<file path="src/rtl/chan_scan_pkg.sv">
package chan_scan_pkg;

  typedef enum logic [1:0] {
    ST_IDLE   = 2'd0,
    ST_SETTLE = 2'd1,
    ST_CONV   = 2'd2,
    ST_SLEEP  = 2'd3
  } seqState_t;

  typedef enum logic [1:0] {
    MODE_CONT   = 2'b00,
    MODE_DUTY4  = 2'b01,
    MODE_DUTY16 = 2'b10,
    MODE_SYNC   = 2'b11
  } runMode_t;

  // strobes from control to datapath
  typedef struct packed {
    logic ldFirst;   // load lowest enabled channel, start a pass
    logic ldNext;    // load next higher enabled channel
    logic ldConv;    // settle done, load filter latency count
    logic ldSleep;   // pass done, load standby count
    logic cntActive; // count an active cycle
  } seqCmd_t;

endpackage

</file>
<file path="src/rtl/chan_scan_dp.sv">
module chan_scan_dp
  import chan_scan_pkg::*;
#(
  parameter int NCH         = 16,
  parameter int SETTLE_W    = 16,
  parameter int MIN_SETTLE  = 4,
  parameter int CONV_CYCLES = 8,
  localparam int CH_W   = $clog2(NCH),
  localparam int CONV_W = $clog2(4 * CONV_CYCLES + 1),
  localparam int TICK_W = (SETTLE_W > CONV_W) ? SETTLE_W : CONV_W,
  localparam int ACT_W  = TICK_W + CH_W + 1,
  localparam int SLP_W  = ACT_W + 4
) (
  input  logic                      clk,
  input  logic                      rstN,
  input  seqCmd_t                   cmd,
  input  logic [1:0]                mode,
  input  logic [NCH-1:0]            chanEn,
  input  logic [NCH*SETTLE_W-1:0]   chanSettle,
  input  logic [NCH-1:0]            chanFilt,
  output logic [CH_W-1:0]           curChan,
  output logic                      curFilt,
  output logic                      filtRst,
  output logic                      tickZero,
  output logic                      sleepZero,
  output logic                      hasHigher,
  output logic                      anyEn
);

  logic [CH_W-1:0]     higherIdx, firstIdx, loadIdx;
  logic [SETTLE_W-1:0] rawSettle, settleLim;
  logic [TICK_W-1:0]   tick, convLen;
  logic [ACT_W-1:0]    activeCnt;
  logic [SLP_W-1:0]    sleepCnt, sleepLen, activeTotal;
  logic                rstPend;

  // lowest enabled channel overall and lowest one above the current channel
  always_comb begin
    hasHigher = 1'b0;
    anyEn     = 1'b0;
    higherIdx = '0;
    firstIdx  = '0;
    for (int i = NCH - 1; i >= 0; i--) begin
      if (chanEn[i]) begin
        anyEn    = 1'b1;
        firstIdx = CH_W'(i);
        if (i > int'(curChan)) begin
          hasHigher = 1'b1;
          higherIdx = CH_W'(i);
        end
      end
    end
  end

  assign loadIdx   = cmd.ldFirst ? firstIdx : higherIdx;
  assign rawSettle = chanSettle[int'(loadIdx) * SETTLE_W +: SETTLE_W];
  assign settleLim = (rawSettle < SETTLE_W'(MIN_SETTLE)) ? SETTLE_W'(MIN_SETTLE) : rawSettle;
  assign curFilt   = chanFilt[curChan];
  assign convLen   = curFilt ? TICK_W'(4 * CONV_CYCLES) : TICK_W'(3 * CONV_CYCLES);

  assign activeTotal = SLP_W'(activeCnt) + SLP_W'(1);
  assign sleepLen    = (mode == MODE_DUTY16) ? activeTotal * SLP_W'(15)
                                             : activeTotal * SLP_W'(3);

  always_ff @(posedge clk) begin
    if (!rstN) begin
      curChan   <= '0;
      tick      <= '0;
      rstPend   <= 1'b0;
      activeCnt <= '0;
      sleepCnt  <= '0;
    end else begin
      rstPend <= 1'b0;
      if (cmd.ldFirst || cmd.ldNext) begin
        curChan <= loadIdx;
        tick    <= TICK_W'(settleLim) - TICK_W'(1);
        rstPend <= 1'b1;
      end else if (cmd.ldConv) begin
        tick <= convLen - TICK_W'(1);
      end else if (tick != '0) begin
        tick <= tick - TICK_W'(1);
      end

      if (cmd.ldFirst)        activeCnt <= '0;
      else if (cmd.cntActive) activeCnt <= activeCnt + ACT_W'(1);

      if (cmd.ldSleep)            sleepCnt <= sleepLen - SLP_W'(1);
      else if (sleepCnt != '0)    sleepCnt <= sleepCnt - SLP_W'(1);
    end
  end

  assign tickZero  = (tick == '0);
  assign sleepZero = (sleepCnt == '0);
  assign filtRst   = rstPend;

  // the filter reset never stretches past one cycle
  p_rst_one_cycle_r6: assert property (@(posedge clk) disable iff (!rstN)
    filtRst |=> !filtRst);

  // the presented filter order only moves together with a channel change
  p_filt_stable_r4: assert property (@(posedge clk) disable iff (!rstN)
    !filtRst |-> $stable(curFilt));

endmodule

</file>
<file path="src/rtl/chan_scan_ctrl.sv">
module chan_scan_ctrl
  import chan_scan_pkg::*;
(
  input  logic       clk,
  input  logic       rstN,
  input  logic [1:0] mode,
  input  logic       syncIn,
  input  logic       tickZero,
  input  logic       sleepZero,
  input  logic       hasHigher,
  input  logic       anyEn,
  output seqCmd_t    cmd,
  output logic       standby,
  output logic       resultValid
);

  seqState_t state, nextState;

  always_comb begin
    cmd       = '0;
    nextState = state;
    unique case (state)
      ST_IDLE: begin
        if (anyEn && (mode != MODE_SYNC || syncIn)) begin
          cmd.ldFirst = 1'b1;
          nextState   = ST_SETTLE;
        end
      end
      ST_SETTLE: begin
        cmd.cntActive = 1'b1;
        if (tickZero) begin
          cmd.ldConv = 1'b1;
          nextState  = ST_CONV;
        end
      end
      ST_CONV: begin
        cmd.cntActive = 1'b1;
        if (tickZero) begin
          if (hasHigher) begin
            cmd.ldNext = 1'b1;
            nextState  = ST_SETTLE;
          end else if (mode == MODE_CONT && anyEn) begin
            cmd.ldFirst = 1'b1;
            nextState   = ST_SETTLE;
          end else if (mode == MODE_DUTY4 || mode == MODE_DUTY16) begin
            cmd.ldSleep = 1'b1;
            nextState   = ST_SLEEP;
          end else begin
            nextState = ST_IDLE;
          end
        end
      end
      ST_SLEEP: begin
        if (sleepZero) begin
          if (anyEn && mode != MODE_SYNC) begin
            cmd.ldFirst = 1'b1;
            nextState   = ST_SETTLE;
          end else begin
            nextState = ST_IDLE;
          end
        end
      end
      default: nextState = ST_IDLE;
    endcase
  end

  always_ff @(posedge clk) begin
    if (!rstN) state <= ST_IDLE;
    else       state <= nextState;
  end

  assign standby     = (state == ST_IDLE) || (state == ST_SLEEP);
  assign resultValid = (state == ST_CONV) && tickZero;

  // results only while converting, and never two cycles in a row
  p_valid_in_active_r5: assert property (@(posedge clk) disable iff (!rstN)
    resultValid |-> !standby);
  p_valid_single_r5: assert property (@(posedge clk) disable iff (!rstN)
    resultValid |=> !resultValid);

endmodule

</file>
<file path="src/rtl/chan_scan_seq.sv">
module chan_scan_seq
  import chan_scan_pkg::*;
#(
  parameter int NCH         = 16,
  parameter int SETTLE_W    = 16,
  parameter int MIN_SETTLE  = 4,
  parameter int CONV_CYCLES = 8,
  localparam int CH_W = $clog2(NCH)
) (
  input  logic                    clk,
  input  logic                    rstN,
  input  logic [1:0]              runMode,
  input  logic                    syncIn,
  input  logic [NCH-1:0]          chanEn,
  input  logic [NCH*SETTLE_W-1:0] chanSettle,
  input  logic [NCH-1:0]          chanFilt,
  output logic [CH_W-1:0]         muxSel,
  output logic                    filtType,
  output logic                    filtRst,
  output logic                    standby,
  output logic                    resultValid,
  output logic [CH_W-1:0]         resultChan
);

  seqCmd_t cmd;
  logic    tickZero, sleepZero, hasHigher, anyEn;

  chan_scan_ctrl u_ctrl (
    .clk(clk), .rstN(rstN), .mode(runMode), .syncIn(syncIn),
    .tickZero(tickZero), .sleepZero(sleepZero), .hasHigher(hasHigher),
    .anyEn(anyEn), .cmd(cmd), .standby(standby), .resultValid(resultValid)
  );

  chan_scan_dp #(
    .NCH(NCH), .SETTLE_W(SETTLE_W), .MIN_SETTLE(MIN_SETTLE), .CONV_CYCLES(CONV_CYCLES)
  ) u_dp (
    .clk(clk), .rstN(rstN), .cmd(cmd), .mode(runMode), .chanEn(chanEn),
    .chanSettle(chanSettle), .chanFilt(chanFilt), .curChan(muxSel),
    .curFilt(filtType), .filtRst(filtRst), .tickZero(tickZero),
    .sleepZero(sleepZero), .hasHigher(hasHigher), .anyEn(anyEn)
  );

  assign resultChan = muxSel;

  // while parked in standby the multiplexer does not move
  p_mux_still_standby_r8: assert property (@(posedge clk) disable iff (!rstN)
    (standby && $past(standby)) |-> $stable(muxSel));

endmodule

</file>
<file path="config.mk">
export PLATFORM = sky130hd
export DESIGN_NAME = chan_scan_seq
export DESIGN_NICKNAME = d
export VERILOG_FILES = /design/src/rtl/chan_scan_pkg.sv /design/src/rtl/chan_scan_dp.sv /design/src/rtl/chan_scan_ctrl.sv /design/src/rtl/chan_scan_seq.sv
export SDC_FILE = /design/constraint.sdc
export NUM_CORES = 1
export LEC_CHECK = 0
export BUFFER_PORTS_ARGS = -buffer_cell sky130_fd_sc_hd__buf_2
export CORE_MARGIN = 4
export CORE_UTILIZATION = 45
export DETAILED_ROUTE_END_ITERATION = 16
export PLACE_DENSITY = 0.72
export SLEW_MARGIN = 15
export SYNTH_ARGS = -nofsm -noshare
export SYNTH_HDL_FRONTEND = slang
export SYNTH_SLANG_ARGS = --single-unit
</file>
<file path="constraint.sdc">
create_clock -name clk -period 6.02 [get_ports clk]
set_clock_uncertainty 0.2 [all_clocks]
set_input_delay 1.204 -clock clk [delete_from_list [all_inputs] [get_ports clk]]
set_output_delay 1.204 -clock clk [all_outputs]
set_load 0.01 [all_outputs]
</file>
Word-level counts from Yosys, hierarchy flattened:

Cells that the tools add are included.

* $add $sub $neg: 7
* multiply operators: 2
* magnitude comparators: 17
* eq/ne operators: 10
* shifts and indexed selects: 1
* mux-type cells: 130
* bitwise gates (word level): 1
* reduce and logical (&&, ||, !) cells: 19

Operators by type and width (number)
* $shiftx A256 B9 Y16: 1
* $mux W4: 47
* $mux W25: 3
* $mux W1: 64
* $mux W16: 4
* $sub A25 B1 Y25 const B: 2
* $sub A16 B1 Y16 const B: 3
* $gt A4 B4 Y1 const A: 8
* $logic_not A25 Y1: 1
* $mul A25 B2 Y25 const B: 1
* $mul A25 B4 Y25 const B: 1
* $reduce_bool A25 Y1: 1
* $add A21 B1 Y22 const B: 1
* $add A21 B1 Y21 const B: 1
* $gt A3 B4 Y1 const A: 4
* $logic_not A16 Y1: 1
* $lt A16 B3 Y1 const B: 1
* $mux W2: 8
* $reduce_bool A16 Y1: 1
* $gt A2 B4 Y1 const A: 2
* $pmux W2 S4: 1
* $eq A2 B2 Y1 const B: 3
* $mux W6: 1
* $ne A2 B1 Y1 const B: 3
* other kinds (14): 24

* register bits after elaboration: 69
* output and inout bits: 12
* logic and storage cells: 193

Longest topological paths before layout:

* word-level depth: 40
* depth in mapped cells: 26
* depth with buffers taken out: 26

By module:

From an unflattened synthesis, not the netlist that was laid out.

* cells, all modules: 1357
* area, all modules: 10602.7 um^2

Modules (own cells, without submodules)
* chan_scan_dp: times used 1, cells an instance 1314, area each 10237.3 um^2
* chan_scan_ctrl: times used 1, cells an instance 39, area each 335.3 um^2
* chan_scan_seq: times used 1, cells an instance 4, area each 30.0 um^2

Least setup slack after synthesis:

OpenSTA, ideal clock, no wires.

* path kind: reg-to-reg
* from: register u_dp.activeCnt[0]
* to: register u_dp.sleepCnt[23]
* setup time: 128 ps
* arrival time: 5733 ps
* data required time: 5692 ps
* setup slack: -40 ps
* cell stages (with the launch flop): 22
* path buffers: 1
* clock period less this slack: 6060 ps
* cells stage by stage: dfxtp_1 > clkbuf_1 > nand4_1 > nor4_1 > and3_1 > xor2_1 > fa_1 > fa_1 > ha_1 > and2_1 > o21a_1 > a211o_1 > a21oi_1 > xnor2_1 > mux2i_1 > o21ai_0 > nor4b_1 > or3b_2 > nor3_1 > nand2_1 > xnor2_1 > nor2_1

* cells in the longest elaborated chain, start to end: 5

Ends and longest elaborated chain
* start, declared: line chan_scan_dp.sv:33 `logic [ACT_W-1:0] activeCnt;`
* start signal, assigned: line chan_scan_dp.sv:85 `else if (cmd.cntActive) activeCnt <= activeCnt + ACT_W'(1);`
* $add A21 B1 Y22 *: line chan_scan_dp.sv:61 `assign activeTotal = SLP_W'(activeCnt) + SLP_W'(1);`
* via u_dp.activeTotal[11]: line chan_scan_dp.sv:34 `logic [SLP_W-1:0] sleepCnt, sleepLen, activeTotal;`
* $mul A25 B2 Y25 or $mul A25 B4 Y25 (tied branches): line chan_scan_dp.sv:63, chan_scan_dp.sv:62
* $mux W25 *: line chan_scan_dp.sv:62 `assign sleepLen = (mode == MODE_DUTY16) ? activeTotal * SLP_W'(15)`
* $sub A25 B1 Y25 *: line chan_scan_dp.sv:87 `if (cmd.ldSleep) sleepCnt <= sleepLen - SLP_W'(1);`
* $mux W25 *: line chan_scan_dp.sv:87
* end signal, assigned: line chan_scan_dp.sv:87
* end signal, assigned: line chan_scan_dp.sv:88 `else if (sleepCnt != '0) sleepCnt <= sleepCnt - SLP_W'(1);`
* end, declared: line chan_scan_dp.sv:34

The timed path passes the listed nets; every way through them passes the cells marked *.
A chain may end at the register's enable or synchronous reset.

Worst setup path after layout:

* from: input port chanEn[8]
* to: register u_dp.tick[14]

* cells in the longest elaborated chain, start to end: 24

Ends and longest elaborated chain
* start, declared: line chan_scan_seq.sv:14 `input logic [NCH-1:0] chanEn,`
* $mux W1: line chan_scan_dp.sv:44 `if (chanEn[i]) begin`
* $mux W1: line chan_scan_dp.sv:47 `if (i > int'(curChan)) begin`
* $mux W1: line chan_scan_dp.sv:44
* $mux W1: line chan_scan_dp.sv:47
* $mux W1: line chan_scan_dp.sv:44
* $mux W1: line chan_scan_dp.sv:47
* $mux W1: line chan_scan_dp.sv:44
* $mux W1: line chan_scan_dp.sv:47
* (+8 left out)
* $mux W2: line chan_scan_ctrl.sv:38 `if (tickZero) begin`
* $pmux W1 S3: line chan_scan_ctrl.sv:22 `unique case (state)`
* $mux W4: line chan_scan_dp.sv:55 `assign loadIdx = cmd.ldFirst ? firstIdx : higherIdx;`
* $shiftx A256 B9 Y16: line chan_scan_dp.sv:56 `assign rawSettle = chanSettle[int'(loadIdx) * SETTLE_W +: SETTLE_W];`
* $lt A16 B3 Y1: line chan_scan_dp.sv:57 `assign settleLim = (rawSettle < SETTLE_W'(MIN_SETTLE)) ? SETTLE_W'(MIN_SETTLE) : rawSettle;`
* $mux W16: line chan_scan_dp.sv:57
* $sub A16 B1 Y16: line chan_scan_dp.sv:76 `tick <= TICK_W'(settleLim) - TICK_W'(1);`
* $mux W16: line chan_scan_dp.sv:74 `if (cmd.ldFirst || cmd.ldNext) begin`
* end signal, assigned: line chan_scan_dp.sv:76
* end signal, assigned: line chan_scan_dp.sv:79 `tick <= convLen - TICK_W'(1);`
* end signal, assigned: line chan_scan_dp.sv:81 `tick <= tick - TICK_W'(1);`
* end, declared: line chan_scan_dp.sv:32 `logic [TICK_W-1:0] tick, convLen;`

Several ways; a longest one is shown, not always the timed one.

==> results.txt <==
die area - 28,700 µm²
VDD IR max - 0.000264 V
Mapped Avg Cell Area - 7.68 µm²
post-route cell area - 15,000 µm²
Setup crit end kind - flop
setup slack, reg-to-reg - 0.32 ns
WHS Path Cells - 2
r2r worst-path depth - 24
layout cell share with drive strength beyond 1 - 0.305
post-synthesis sequential area ratio - 0.118
input/output buffers - 304
Final setup viols - 0
fin cells - 2,253
Post-synth EDFFs - 0
Chip Height - 169 µm
top post-synthesis cells by count - 167 x nor2_1, 154 x nand2_1, 80 x o21ai_0, 77 x a21oi_1, 77 x inv_1
placed insts - 2,227
GRT Resource Usage Total - 0.287
Reg-to-Reg Start - u_dp.activeCnt[0]$_SDFFE_PP0P_
Reg area - 1390 µm²
Hold Vio Cnt, Final - 0
vias in the first global route - 12,700
critical path arrival - 5.88 ns
ys async rst share - 0
hold path endpoint - u_dp.activeCnt[0]$_SDFFE_PP0P_
Vias/cell - 5.96
crit path max fanout - 27
final wirelength - 44,600 µm
vias - 13,400
Worst Setup Path Type - in2reg
I/O pin count - 305
count of pins over their slew limit - 0
P_leak - 7.17 nW
Synth Net Count - 1,920
worst slack at placement - -0.272 ns
top-count cell post-synth - nor2_1
worst hold start - u_dp.activeCnt[0]$_SDFFE_PP0P_
Pre-antenna DRT Iters - 5
Filler cells - 2,351
Starting Density - 0.461
hold crit path type - reg2reg
Final WS setup - 0.220 ns
Worst-Margin Slew - 0.769 ns
Tot Pwr - 6.31 mW
Gate Count Post-Synth - 1,527
largest net degree at the start of global routing - 55
Unique masters post-synth - 106
Final period util - 0.963
CTS Sinks - 69
Post-synth top flop - dfxtp_1
top cell type's share of synthesized area - 0.118
Synthesis Warnings - 0
Clock Tree Buf Depth - 2
GR Overflow Total - 0
DP Area - 14,400 µm²
Core Area - 25,400 µm²
first-pass GRT wire length - 66,700 µm
Multi-input gate area - 9840 µm²
Final Wtd Congestion - 0.987
Yosys top cell by area - dfxtp_1
Startpoint Class - primary input
root buf cell - clkbuf_16
Max-slew headroom - 0.486
max frequency - 172 MHz
dpl hpwl - 36,500 µm
wire length per cell - 19.8 µm
Max-cap violations - 0
# rows - 58
Worst Path Required - 6.10 ns
CTS tree - yes
Final ANT Viol Nets - 0
Nets - 2,308
status - complete, no violations
1st-iter DRT viols - 1,539
die width - 169 µm
FF+latch count, synth - 69
Reg clk slew, reported paths - 0.06 ns
initial antenna violation count - 3
P&R area growth vs syn - 27.8%
Pwr per Cell Area - 421 nW/µm²
capturing point of the worst reg2reg path - u_dp.sleepCnt[22]$_SDFFE_PN0P_
Num CTS Buffers - 9
Clk Latency, worst-skew pair - 0.34 ns
synth top area cells - dfxtp_1 12%, fa_1 7.0%, mux2i_1 6.4%
minimum clock period - 5.80 ns
Remaining DRCs - 0
Mapped Area - 11,700 µm²
H-tree depth - 3
## stage by stage
step            util  hold slack, ns  setup TNS (ns)
2_1_floorplan      -           0.265               0
3_3_place_gp   0.568           0.282         -0.0911
3_5_place_dp   0.568           0.292          -0.720
4_1_cts        0.580           0.318               0
5_1_grt        0.590           0.345         -0.0132
6_report       0.590           0.321               0
## layout make-up
cell class,count,share of cell area
flip-flops and latches,69,0.0924
diodes,3,0.000501
multi-input cells,1307,0.657
well taps,330,0.0276
clock inverters,5,0.00392
clock buffers,11,0.0162
inverters,78,0.0195
repair buffers,450,0.183
## cells in the final DEF (no fill, tap or decap), types with 9 or more instances in the layout
cell	synthesis	routed
buf_2	21	304
nor2b_1	11	11
o21bai_1	9	9
mux2i_1	75	75
clkbuf_16	0	10
or3_1	13	12
and2_1	11	11
inv_1	77	77
o21ai_1	9	11
xnor2_1	51	50
nand2b_1	19	19
and3_1	27	22
o211ai_1	15	15
buf_4	16	136
nor3_1	33	30
xor2_1	52	49
a211oi_1	38	33
ha_1	59	57
nor2_1	167	165
nand2_1	154	154
o31ai_1	10	9
o221ai_1	13	13
nand4_1	24	24
o21a_1	14	14
nor4_1	23	20
o22ai_1	9	9
o32ai_1	10	10
or4_1	13	12
mux2_2	10	10
mux4_2	17	17
nand3_1	46	45
fa_1	41	41
o21ai_0	80	78
dfxtp_1	69	66
a31oi_1	16	14
a21o_1	12	12
a21oi_1	77	75
or2_2	8	9
## state kept, by name, summed over array words and instances, names as in the netlist
register	flops
u_dp.activeCnt	21
u_dp.curChan	4
u_dp.filtRst	1
u_dp.sleepCnt	25
u_dp.tick	16
u_ctrl.state	2
## per-layer routing
metal  wire length, µm  GRT usage  part of all wire  up-vias
met3              3090     0.0485             0.069      101
met5                 0          0                 0        -
li1                  -          -                 -     6420
met2             22200      0.503              0.50      546
met1             17600      0.350              0.40     6350
met4              1680      0.117             0.038        0
## critical path, stage by stage
cell and delay, ns:
buf_2 0.13, nor2b_1 0.14, o21ai_0 0.26, buf_4 0.17
o211a_1 0.23, a211oi_1 0.11, or2_2 0.33, o21ai_4 0.30
buf_12 0.25, mux2i_1 0.29, mux2i_1 0.16, a221oi_1 0.29
nand4_1 0.23, or2_1 0.30, or2_2 0.31, nand3_1 0.08
a21boi_0 0.18, ha_1 0.19, and4_1 0.19, or4b_1 0.43
o21ai_1 0.08
## power breakdown
| group | leakage, nW | switching [mW] | internal, mW | total, mW |
|---|---|---|---|---|
| Clock | 0.142 | 0.215 | 0.333 | 0.548 |
| Sequential | 0.562 | 0.0731 | 0.573 | 0.646 |
| Combinational | 6.46 | 2.85 | 2.27 | 5.12 |
## kinds of logic after synthesis
group / Yosys count / share of synthesized area
mux: 104 / 0.108
buf+inv: 152 / 0.0624
simple gates: 597 / 0.262
fa+ha+maj: 100 / 0.133
flops: 69 / 0.118
xor+xnor: 103 / 0.0770
compound gates: 402 / 0.240
## worst max path at each step
| stage | to | from | cells past startpoint |
|---|---|---|---|
| floorplan | u_dp.sleepCnt[23]$_SDFFE_PN0P_ | u_dp.activeCnt[1]$_SDFFE_PP0P_ | 22 |
| global placement | u_dp.tick[14]$_SDFFE_PN0P_ | runMode[0] | 21 |
| detailed placement | u_dp.tick[14]$_SDFFE_PN0P_ | runMode[0] | 21 |
| CTS | u_dp.tick[14]$_SDFFE_PN0P_ | runMode[0] | 21 |
| global route | u_dp.sleepCnt[22]$_SDFFE_PN0P_ | u_dp.activeCnt[0]$_SDFFE_PP0P_ | 24 |
| finish | u_dp.tick[14]$_SDFFE_PN0P_ | chanEn[8] | 21 |
## what timing repair did
item,CTS,global route
setup buffers,0,5
endpoints found under the hold margin,0,0
setup endpoints to repair,0,15
resized for setup,0,43
hold buffers,0,0
Power figures use the tool's default switching activity.
